**config.mk**
```make
export PLATFORM = sky130hd
export DESIGN_NAME = ent_word_dist
export DESIGN_NICKNAME = d
export VERILOG_FILES = /design/src/rtl/ent_dist_pkg.sv /design/src/rtl/ent_upstream_buf.sv /design/src/rtl/ent_rr_arb.sv /design/src/rtl/ent_port_hold.sv /design/src/rtl/ent_word_dist.sv
export SDC_FILE = /design/constraint.sdc
export NUM_CORES = 1
export LEC_CHECK = 0
export BUFFER_PORTS_ARGS = -buffer_cell sky130_fd_sc_hd__buf_4
export CAP_MARGIN = 20
export CORE_ASPECT_RATIO = 1.75
export CORE_MARGIN = 8
export CORE_UTILIZATION = 30
export DETAILED_ROUTE_END_ITERATION = 7
export HOLD_SLACK_MARGIN = 0.15
export PLACE_DENSITY = 0.54
export SYNTH_ARGS = -nofsm -noshare
export SYNTH_HDL_FRONTEND = slang
export SYNTH_SLANG_ARGS = --single-unit
```
**constraint.sdc**
```tcl
create_clock -name clk -period 2.84 [get_ports clk]
set_input_delay 0.426 -clock clk [delete_from_list [all_inputs] [get_ports clk]]
set_output_delay 0.426 -clock clk [all_outputs]
set_load 0.02 [all_outputs]
```
**src/rtl/ent_dist_pkg.sv**
```systemverilog
package ent_dist_pkg;

    // Width of one endpoint data slice.
    parameter int SLICE_W = 32;

    // One slice as it travels from the word buffer to a port.
    typedef struct packed {
        logic [SLICE_W-1:0] data;
        logic               fips;
    } ent_slice_t;

    // Next round-robin start after a given winner.
    function automatic int rr_after(input int winner, input int nports);
        return (winner + 1) % nports;
    endfunction

endpackage

```
**src/rtl/ent_upstream_buf.sv**
```systemverilog
module ent_upstream_buf
    import ent_dist_pkg::*;
#(
    parameter int SLICES = 4,
    parameter int CMP_W  = 64,
    localparam int WORD_W = SLICES * SLICE_W,
    localparam int IDX_W  = $clog2(SLICES)
) (
    input  logic              clk,
    input  logic              rst,
    input  logic              en_i,
    input  logic              up_valid_i,
    input  logic [WORD_W-1:0] up_data_i,
    input  logic              up_fips_i,
    output logic              up_ready_o,
    input  logic              take_i,
    output logic              avail_o,
    output ent_slice_t        slice_o,
    output logic              rep_alert_o
);
    localparam logic [IDX_W-1:0] LAST_IDX = IDX_W'(SLICES - 1);

    logic [WORD_W-1:0] word_q;
    logic              fips_q;
    logic [IDX_W-1:0]  idx_q;
    logic              full_q;
    logic [CMP_W-1:0]  prev_q;
    logic              have_prev_q;
    logic              alert_q;
    logic              accept;
    logic              repeat_hit;

    assign up_ready_o = en_i && !full_q;
    assign accept     = up_valid_i && up_ready_o;
    assign repeat_hit = have_prev_q && (up_data_i[CMP_W-1:0] == prev_q);

    always_ff @(posedge clk) begin
        if (rst) begin
            word_q      <= '0;
            fips_q      <= 1'b0;
            idx_q       <= '0;
            full_q      <= 1'b0;
            prev_q      <= '0;
            have_prev_q <= 1'b0;
            alert_q     <= 1'b0;
        end else begin
            alert_q <= accept && repeat_hit;
            if (accept) begin
                word_q      <= up_data_i;
                fips_q      <= up_fips_i;
                idx_q       <= '0;
                full_q      <= 1'b1;
                prev_q      <= up_data_i[CMP_W-1:0];
                have_prev_q <= 1'b1;
            end else if (!en_i) begin
                full_q <= 1'b0;
                idx_q  <= '0;
            end else if (take_i && full_q) begin
                idx_q <= idx_q + 1'b1;
                if (idx_q == LAST_IDX) begin
                    full_q <= 1'b0;
                end
            end
        end
    end

    assign avail_o      = full_q;
    assign slice_o.data = word_q[idx_q*SLICE_W +: SLICE_W];
    assign slice_o.fips = fips_q;
    assign rep_alert_o  = alert_q;

endmodule

```
**src/rtl/ent_rr_arb.sv**
```systemverilog
module ent_rr_arb
    import ent_dist_pkg::*;
#(
    parameter int NUM_PORTS = 4,
    localparam int PTR_W = $clog2(NUM_PORTS)
) (
    input  logic                 clk,
    input  logic                 rst,
    input  logic [NUM_PORTS-1:0] pend_i,
    output logic [NUM_PORTS-1:0] gnt_o,
    output logic                 gnt_any_o
);
    logic [PTR_W-1:0] ptr_q;
    logic [PTR_W-1:0] win;
    logic [PTR_W-1:0] cand;
    logic             found;
    int               k;

    always_comb begin
        gnt_o = '0;
        found = 1'b0;
        win   = '0;
        cand  = '0;
        k     = 0;
        for (int i = 0; i < NUM_PORTS; i++) begin
            k    = (int'(ptr_q) + i) % NUM_PORTS;
            cand = PTR_W'(k);
            if (!found && pend_i[cand]) begin
                found = 1'b1;
                win   = cand;
            end
        end
        gnt_o[win] = found;
    end

    assign gnt_any_o = found;

    always_ff @(posedge clk) begin
        if (rst) begin
            ptr_q <= '0;
        end else if (found) begin
            ptr_q <= PTR_W'(rr_after(int'(win), NUM_PORTS));
        end
    end

endmodule

```
**src/rtl/ent_port_hold.sv**
```systemverilog
module ent_port_hold
    import ent_dist_pkg::*;
(
    input  logic               clk,
    input  logic               rst,
    input  logic               en_i,
    input  logic               gnt_i,
    input  logic               req_i,
    input  ent_slice_t         slice_i,
    output logic               ack_o,
    output logic [SLICE_W-1:0] bus_o,
    output logic               fips_o
);
    logic               ack_q;
    logic [SLICE_W-1:0] bus_q;
    logic               fips_q;

    always_ff @(posedge clk) begin
        if (rst) begin
            ack_q  <= 1'b0;
            bus_q  <= '0;
            fips_q <= 1'b0;
        end else if (!en_i) begin
            ack_q <= 1'b0;
        end else if (gnt_i) begin
            ack_q  <= 1'b1;
            bus_q  <= slice_i.data;
            fips_q <= slice_i.fips;
        end else if (ack_q && req_i) begin
            ack_q <= 1'b0;
        end
    end

    assign ack_o  = ack_q;
    assign bus_o  = bus_q;
    assign fips_o = fips_q;

endmodule

```
**src/rtl/ent_word_dist.sv**
```systemverilog
module ent_word_dist
    import ent_dist_pkg::*;
#(
    parameter int NUM_PORTS       = 4,
    parameter int SLICES_PER_WORD = 4,
    parameter int CMP_W           = 64
) (
    input  logic                                   clk,
    input  logic                                   rst,
    input  logic                                   en_i,
    input  logic                                   up_valid_i,
    input  logic [SLICES_PER_WORD*SLICE_W-1:0]     up_data_i,
    input  logic                                   up_fips_i,
    output logic                                   up_ready_o,
    input  logic [NUM_PORTS-1:0]                   ep_req_i,
    output logic [NUM_PORTS-1:0]                   ep_ack_o,
    output logic [NUM_PORTS*SLICE_W-1:0]           ep_bus_o,
    output logic [NUM_PORTS-1:0]                   ep_fips_o,
    output logic                                   rep_alert_o
);
    localparam int SL_W = SLICE_W;

    ent_slice_t           cur_slice;
    logic                 avail;
    logic [NUM_PORTS-1:0] pend;
    logic [NUM_PORTS-1:0] gnt;
    logic                 gnt_any;

    ent_upstream_buf #(
        .SLICES (SLICES_PER_WORD),
        .CMP_W  (CMP_W)
    ) buf_i (
        .clk         (clk),
        .rst         (rst),
        .en_i        (en_i),
        .up_valid_i  (up_valid_i),
        .up_data_i   (up_data_i),
        .up_fips_i   (up_fips_i),
        .up_ready_o  (up_ready_o),
        .take_i      (gnt_any),
        .avail_o     (avail),
        .slice_o     (cur_slice),
        .rep_alert_o (rep_alert_o)
    );

    // A port competes only when it asks, holds no fresh data, and a word is ready.
    assign pend = ep_req_i & ~ep_ack_o & {NUM_PORTS{avail && en_i}};

    ent_rr_arb #(
        .NUM_PORTS (NUM_PORTS)
    ) arb_i (
        .clk       (clk),
        .rst       (rst),
        .pend_i    (pend),
        .gnt_o     (gnt),
        .gnt_any_o (gnt_any)
    );

    for (genvar p = 0; p < NUM_PORTS; p++) begin : g_port
        ent_port_hold hold_i (
            .clk     (clk),
            .rst     (rst),
            .en_i    (en_i),
            .gnt_i   (gnt[p]),
            .req_i   (ep_req_i[p]),
            .slice_i (cur_slice),
            .ack_o   (ep_ack_o[p]),
            .bus_o   (ep_bus_o[p*SL_W +: SL_W]),
            .fips_o  (ep_fips_o[p])
        );
    end

endmodule

```
Word-level counts from Yosys, hierarchy flattened:

Cells that the tools add are included.

* reductions and logical operators: 29
* add/subtract/negate cells: 5
* bitwise gates (word level): 5
* multiplexer cells: 30
* shift operators: 1
* magnitude comparators: 6
* equality and inequality tests: 4

Operators with widths (number)
* 128-bit by 8-bit indexed part select with 32-bit output: 1
* 64-bit equality test: 1
* 1-bit two-way mux: 21
* 2-bit by 3-bit < comparator with 1-bit output (second input constant): 5
* 1-bit logical AND: 14
* 4-bit bitwise AND: 3
* 2-bit AND reduction: 5
* 1-bit binary-select mux with 2-bit select: 4
* 2-bit two-way mux: 4
* 2-bit nonzero test: 4
* 2-bit by 1-bit adder with 2-bit output (second input constant): 3
* 3-bit by 1-bit != test with 1-bit output (second input constant): 2
* 2-bit adder (second input constant): 2
* 1-bit logical NOT: 4
* 4-bit inverter: 1
* 3-bit OR reduction: 1
* 1-bit demux with 2-bit select: 1
* 2-bit equality test (second input constant): 1
* 2-bit by 1-bit >= comparator with 1-bit output (second input constant): 1
* 2-bit OR reduction: 1
* 1-bit inverter: 1

* output and inout port bits: 138
* bits of input ports: 137
* register bits after elaboration: 336

Logic depth before layout (Yosys ltp):

* depth in word-level cells: 21
* depth in mapped cells: 11
* depth with buffers taken out: 9

Cells and area by module:

A second synthesis with hierarchy kept.

* cells, all modules: 1378
* area total of the unflattened synthesis: 12270.5 um^2

Modules (own cells, without submodules)
* ent_upstream_buf: cells each 729, times used 1, sequential area each 2682.6 um^2, area an instance 6122.1 um^2
* ent_port_hold: cells each 154, times used 4, sequential area each 680.7 um^2, area an instance 1467.7 um^2
* ent_rr_arb: cells each 29, times used 1, sequential area each 40.0 um^2, area an instance 237.7 um^2
* ent_word_dist: cells each 4, times used 1, sequential area each 0.0 um^2, area an instance 40.0 um^2

Worst setup path after synthesis:

Ideal clock, no wire load.

* path type: in2reg
* from: input port ep_req_i[3]
* to: register g_port[0].hold_i.bus_q[30]
* setup time: 0.132 ns
* slack: 0.879 ns
* stages on the path: 10
* arrival time: 1.829 ns
* cell sequence: and4b_1 -> o221ai_1 -> a22oi_1 -> inv_1 -> ha_1 -> and2_1 -> buf_4 -> buf_6 -> nand2_1 -> a21oi_1

* cells in the longest elaborated chain, start to end: 20
* elaborated cells on any way between the ends: 31
* classes of those cells: order compare (2); mux (18); bitwise (3); reduce/logical (8)

RTL lines
* start: declaration: line ent_word_dist.sv:15 `input logic [NUM_PORTS-1:0] ep_req_i,`
* 4-bit bitwise AND * (2 in a row): line ent_word_dist.sv:47 `assign pend = ep_req_i & ~ep_ack_o & {NUM_PORTS{avail && en_i}};`
* 1-bit binary-select mux with 2-bit select: line ent_rr_arb.sv:28 `if (!found && pend_i[cand]) begin`
* 1-bit two-way mux (not written as such): line ent_rr_arb.sv:28
* 1-bit two-way mux: line ent_rr_arb.sv:28
* 1-bit logical NOT: line ent_rr_arb.sv:28
* 1-bit logical AND: line ent_rr_arb.sv:28
* 1-bit two-way mux: line ent_rr_arb.sv:28
* 1-bit logical NOT: line ent_rr_arb.sv:28
* (+3 left out)
* 1-bit logical AND: line ent_rr_arb.sv:28
* 2-bit two-way mux: line ent_rr_arb.sv:28
* 2-bit by 3-bit < comparator with 1-bit output (not written as such) or 2-bit by 1-bit >= comparator with 1-bit output (tied branches): line ent_rr_arb.sv:33 `gnt_o[win] = found;`
* 1-bit logical AND (not written as such): line ent_rr_arb.sv:33
* 1-bit two-way mux (not written as such): line ent_rr_arb.sv:33
* 1-bit demux with 2-bit select
* 4-bit bitwise AND (no source line) *
* 2-bit AND reduction (no source line) *
* end signal: assignment: line ent_port_hold.sv:27 `bus_q <= slice_i.data;`
* end: declaration: line ent_port_hold.sv:15 `logic [SLICE_W-1:0] bus_q;`

Every way passes the cells marked *; elsewhere a longest branch is shown, timed or not. The select of a mux whose other input is x is not followed.
A chain may end at the register's enable or synchronous reset.

Worst setup path in the final report:

* from: input port ep_req_i[0]
* to: register g_port[3].hold_i.bus_q[9]

* cells in the longest elaborated chain, start to end: 20
* elaborated cells on any way between the ends: 31
* classes of those cells: order compare (2); mux (18); bitwise (3); reduce/logical (8)

RTL lines (line)
* 4-bit bitwise AND * (2 in a row): ent_word_dist.sv:47
* 1-bit binary-select mux with 2-bit select: ent_rr_arb.sv:28
* 1-bit two-way mux (not written as such): ent_rr_arb.sv:28
* 1-bit two-way mux: ent_rr_arb.sv:28
* 1-bit logical NOT: ent_rr_arb.sv:28
* 1-bit logical AND: ent_rr_arb.sv:28
* 1-bit two-way mux: ent_rr_arb.sv:28
* 1-bit logical NOT: ent_rr_arb.sv:28
* (+3 left out)
* 1-bit logical AND: ent_rr_arb.sv:28
* 2-bit two-way mux: ent_rr_arb.sv:28
* 2-bit by 3-bit < comparator with 1-bit output (not written as such) or 2-bit by 1-bit >= comparator with 1-bit output (tied branches): ent_rr_arb.sv:33
* 1-bit logical AND (not written as such): ent_rr_arb.sv:33
* 1-bit two-way mux (not written as such): ent_rr_arb.sv:33
* 1-bit demux with 2-bit select
* 4-bit bitwise AND (no source line) *
* 2-bit AND reduction (no source line) *
* end signal: assignment: ent_port_hold.sv:27
* end: declaration: ent_port_hold.sv:15

Marks and branches as above.

==> key figures <==
Outcome
  • Outcome: complete, no violations

STA
  • Endpoints failing hold: 0
  • Setup TNS: 0 ns
  • Crit path time final: 2.373 ns
  • Setup ws final: 0.4672 ns
  • Number of pins exceeding their max-slew limit in the final report: 0
  • Fraction of the cycle the final worst path needs: 83.55%
  • Worst Clk Skew: 0.01566 ns
  • Pin slew with the least headroom to its limit: 0.6964 ns
  • Final setup violating endpoints: 0
  • Highest achievable clock rate: 0.4214 GHz
  • Remaining max-slew budget at the tightest pin: 53.57%
  • Setup repair after global routing missed its margin: no

GRT
  • Met3 usage: 2.319%
  • Most used routing layer: met2
  • Via count of the first global-routing pass: 10520
  • Total global routing track utilization: 18.23%
  • Met2 capacity usage during global routing: 33.78%
  • Largest net degree at the start of global routing: 139
  • Antenna violations before repair: 2
  • Remaining global-route overflow: 0
  • Grt met1 use: 19.59%
  • Global-route wire length before repair: 62.31 mm

Routing
  • Final wirelength: 41.40 mm
  • Drt first pass iters: 5
  • Vias after detailed routing: 10350
  • Post-DR vias/cell: 4.738
  • Detailed Route Iter0 Violations: 529
  • Number of DRC violations after detailed routing: 0
  • Average detailed-routed wire length per instance: 18.95 um
  • Number of nets with antenna violations after detailed routing: 0

Final layout
  • Ratio of cells with drive above 1 in the final layout: 22.13%
  • Final cell count without fillers: 2185
  • Synth-to-Final Area Change: 40.48%
  • # nets final: 1829

Clocking
  • Clock-pin transition on the worst setup and hold timing paths: 0.07 ns
  • Max H-tree Level: 1
  • Worst-case clock buffer depth: 3
  • TritonCTS clock tree: done
  • Clock latency on the worst-skew pair: 0.55 ns
  • Total CTS buffers: 27
  • Clock net sink count: 272
  • Setup bufs post-CTS: 0
  • Hold-fix buffers, CTS: 125
  • Buffer cell driving the clock tree root: sky130_fd_sc_hd__clkbuf_16
  • Cts repair resizes: 0

Synth
  • YS warnings: 0
  • Synthesized Nets: 1492
  • Fraction of the yosys area taken by sequential cells: 48.70%
  • Synthesized area per cell: 8.282 sq um
  • Post-synthesis simple-gate area fraction: 20.70%
  • Synthesized netlist cell count: 1350
  • Unique masters post-synth: 39
  • Compound-cell area share of the yosys netlist: 13.66%
  • Share of cell area taken by muxes after synthesis: 6.535%
  • Number of storage elements in the synthesis netlist: 272
  • Xor and xnor area share after synthesis: 3.838%
  • Adder and majority gate portion of the synthesized area: 0.5595%
  • Dominant combinational cell family by area after synthesis: simple AND/OR/NAND/NOR gates
  • Area of the mapped netlist: 11180 sq um

Setup path
  • CP peak stage delay: 0.54 ns
  • Endpoint kind of the worst setup timing path: flop
  • CP required: 3.32 ns
  • Type of the setup path with the least slack: input port to flop
  • Cells along the critical path: dlygate4sd3_1, buf_4, nand4b_1, o221ai_1, a22oi_1, ha_1, and2_1, buf_4, nand2_1, a21oi_1
  • Arr. time, crit path: 2.85 ns
  • Worst-path fanout max: 33
  • Crit path max-delay cell type: sky130_fd_sc_hd__dlygate4sd3_1
  • Startpoint Class: input port
  • Critical Path Most Common Cell: sky130_fd_sc_hd__buf_4

Floorplanning
  • Core Area: 36770 sq um
  • Horizontal die dimension: 161.9 um
  • Boundary pin count: 275
  • Die area: 43950 sq um
  • Chip Height: 271.4 um
  • Starting Density: 30.41%
  • Total number of placement rows: 93

Place
  • DPL Wire Length: 30.23 mm
  • Placed Instances: 2008
  • Port buffer count: 274
  • Pre-CTS WS: 0.4570 ns
  • Routability cong.: 0.8875

Power and ir drop
  • Combinational share of power: 10.0%
  • Power density of the placed cells: 561.5 nW/um^2
  • Leakage power: 6.022 nW
  • Proportion of power drawn by the clock network: 44.8%
  • Cell Int Power: 0.006668 W
  • Reported net switching power: 0.002151 W
  • Portion of total power attributed to sequential cells: 45.2%
  • Worst vdd rail ir drop: 0.0003635 V
  • Sw Ratio: 24.39%

Min path
  • Min-Delay Path Class: input port to flop

Flow run
  • Max-cap check violation count: 0
[layer usage]
layer | vias up | part of all wire, %
met5 | - | 0
met4 | 0 | 5.1
met3 | 84 | 4.0
met2 | 275 | 53
met1 | 4867 | 38
li1 | 5127 | -
[cells in the final DEF, fill, tap and decap left out, types with 3 or more instances in the layout]
master                          count
sky130_fd_sc_hd__o221ai_1           3
sky130_fd_sc_hd__ha_1               5
sky130_fd_sc_hd__and2_1             4
sky130_fd_sc_hd__nor3_1             4
sky130_fd_sc_hd__nand2_4            5
sky130_fd_sc_hd__nor2_1             6
sky130_fd_sc_hd__a221oi_1           4
sky130_fd_sc_hd__clkbuf_16         27
sky130_fd_sc_hd__bufinv_16          5
sky130_fd_sc_hd__nand2b_1           5
sky130_fd_sc_hd__dfxtp_1          270
sky130_fd_sc_hd__mux4_2            32
sky130_fd_sc_hd__nand4_1            7
sky130_fd_sc_hd__xor2_1            24
sky130_fd_sc_hd__nand3_1            3
sky130_fd_sc_hd__dlygate4sd3_1    125
sky130_fd_sc_hd__a21oi_1          269
sky130_fd_sc_hd__buf_4            277
sky130_fd_sc_hd__nand2_1          523
sky130_fd_sc_hd__clkbuf_8           6
sky130_fd_sc_hd__nor4_1             7
sky130_fd_sc_hd__clkinv_2           6
sky130_fd_sc_hd__inv_1             21
sky130_fd_sc_hd__buf_12             9
sky130_fd_sc_hd__o22ai_1            5
sky130_fd_sc_hd__nand4b_1           4
sky130_fd_sc_hd__xnor2_1           25
[per-stage QoR]
| stage | hold WS (ns) | instance area (sq um) | total power [W] | utilization, % |
|---|---|---|---|---|
| after floorplan | 0.4330 | 11180 | 0.004440 | - |
| after global placement | 0.4401 | 13470 | 0.004804 | 36.63 |
| after detailed placement | 0.4455 | 13470 | 0.004814 | 36.63 |
| after CTS | 0.1501 | 15700 | 0.008910 | 42.70 |
| after global routing | 0.1659 | 15710 | 0.009125 | 42.71 |
| final | 0.1691 | 15710 | 0.008818 | 42.71 |
[power groups by stage]
stage	clock network, W	logic (W)	registers [W]
after floorplan	0	0.000389	0.00405
after global placement	0	0.000735	0.00407
after detailed placement	0	0.000741	0.00407
after CTS	0.00403	0.000890	0.00399
after global routing	0.00418	0.000952	0.00400
final	0.00395	0.000880	0.00399
[flip-flops by register name, summed over array words and instances (netlist names), 2 cells and up]
name,count
g_port.hold_i.bus_o,128
buf_i.idx_q,2
g_port.hold_i.ack_o,4
buf_i.prev_q,63
buf_i.word_q,65
arb_i.ptr_q,2
g_port.hold_i.fips_o,4
[synthesized netlist by cell type, drive strengths merged]
| library cell | count | area, sq um |
|---|---|---|
| nand3 | 3 | 15.01 |
| o22a | 1 | 8.760 |
| xor2 | 24 | 210.2 |
| dfxtp | 272 | 5445 |
| clkbuf | 35 | 131.4 |
| a221oi | 5 | 50.04 |
| nor3 | 4 | 20.02 |
| nand2 | 528 | 2012 |
| xnor2 | 25 | 219.0 |
| ha | 5 | 62.56 |
| nor4 | 8 | 56.30 |
| mux4 | 32 | 720.7 |
| a2111o | 1 | 11.26 |
| a22oi | 2 | 15.01 |
| o2bb2ai | 2 | 17.52 |
| nand2b | 5 | 31.28 |
| nand4 | 8 | 56.30 |
| buf | 69 | 460.4 |
| mux2i | 1 | 10.01 |
| or4 | 1 | 7.510 |
| a2bb2oi | 1 | 8.760 |
| a21oi | 269 | 1346 |
| and2b | 1 | 7.510 |
| nand4b | 4 | 35.03 |
| o221ai | 3 | 26.28 |
| o22ai | 5 | 31.28 |
| and2 | 5 | 31.28 |
| a211oi | 1 | 7.510 |
| nor2 | 6 | 22.52 |
| inv | 21 | 78.83 |
| and4b | 2 | 20.02 |
| o21ai | 1 | 5.000 |
[final cells by class]
class / count / area [sq um]
tap: 475 / 594.3
multi-input combinational: 953 / 5075
sequential: 272 / 5448
fill: 3707 / 21060
timing repair buffer: 412 / 3525
clock inverter: 16 / 229.0
antenna: 2 / 5.005
clock buffer: 34 / 752.0
inverter: 21 / 78.83
[final timing paths]
| check | start | endpoint | slack, ns | cells after the start |
|---|---|---|---|---|
| setup / recovery | ep_req_i[0] | g_port[3].hold_i.bus_o[9] | 0.47 | 10 |
| hold / removal | up_data_i[120] | buf_i.word_q[120] | 0.17 | 3 |
| setup reg to reg | buf_i.avail_o | g_port[1].hold_i.bus_o[13] | 0.56 | 10 |
| hold reg to reg | buf_i.word_q[125] | buf_i.word_q[125] | 0.45 | 2 |
[cells by family after synthesis]
group                      after synthesis
xor gates and xnor gates                49
AOI/OAI and AO/OA                      291
adders and majority gates                5
muxes                                   33
DFF                                    272
and+or+nand+nor                        575
buffers and inverters                  125
[critical path, delay by kind of cell]
kind / cells / cell delay [ns]
and+or+nand+nor: 3 / 0.47
buffers and inverters: 3 / 1.04
adders and majority gates: 1 / 0.28
AOI/OAI and AO/OA: 3 / 0.62
Power figures use the tool's default switching activity.
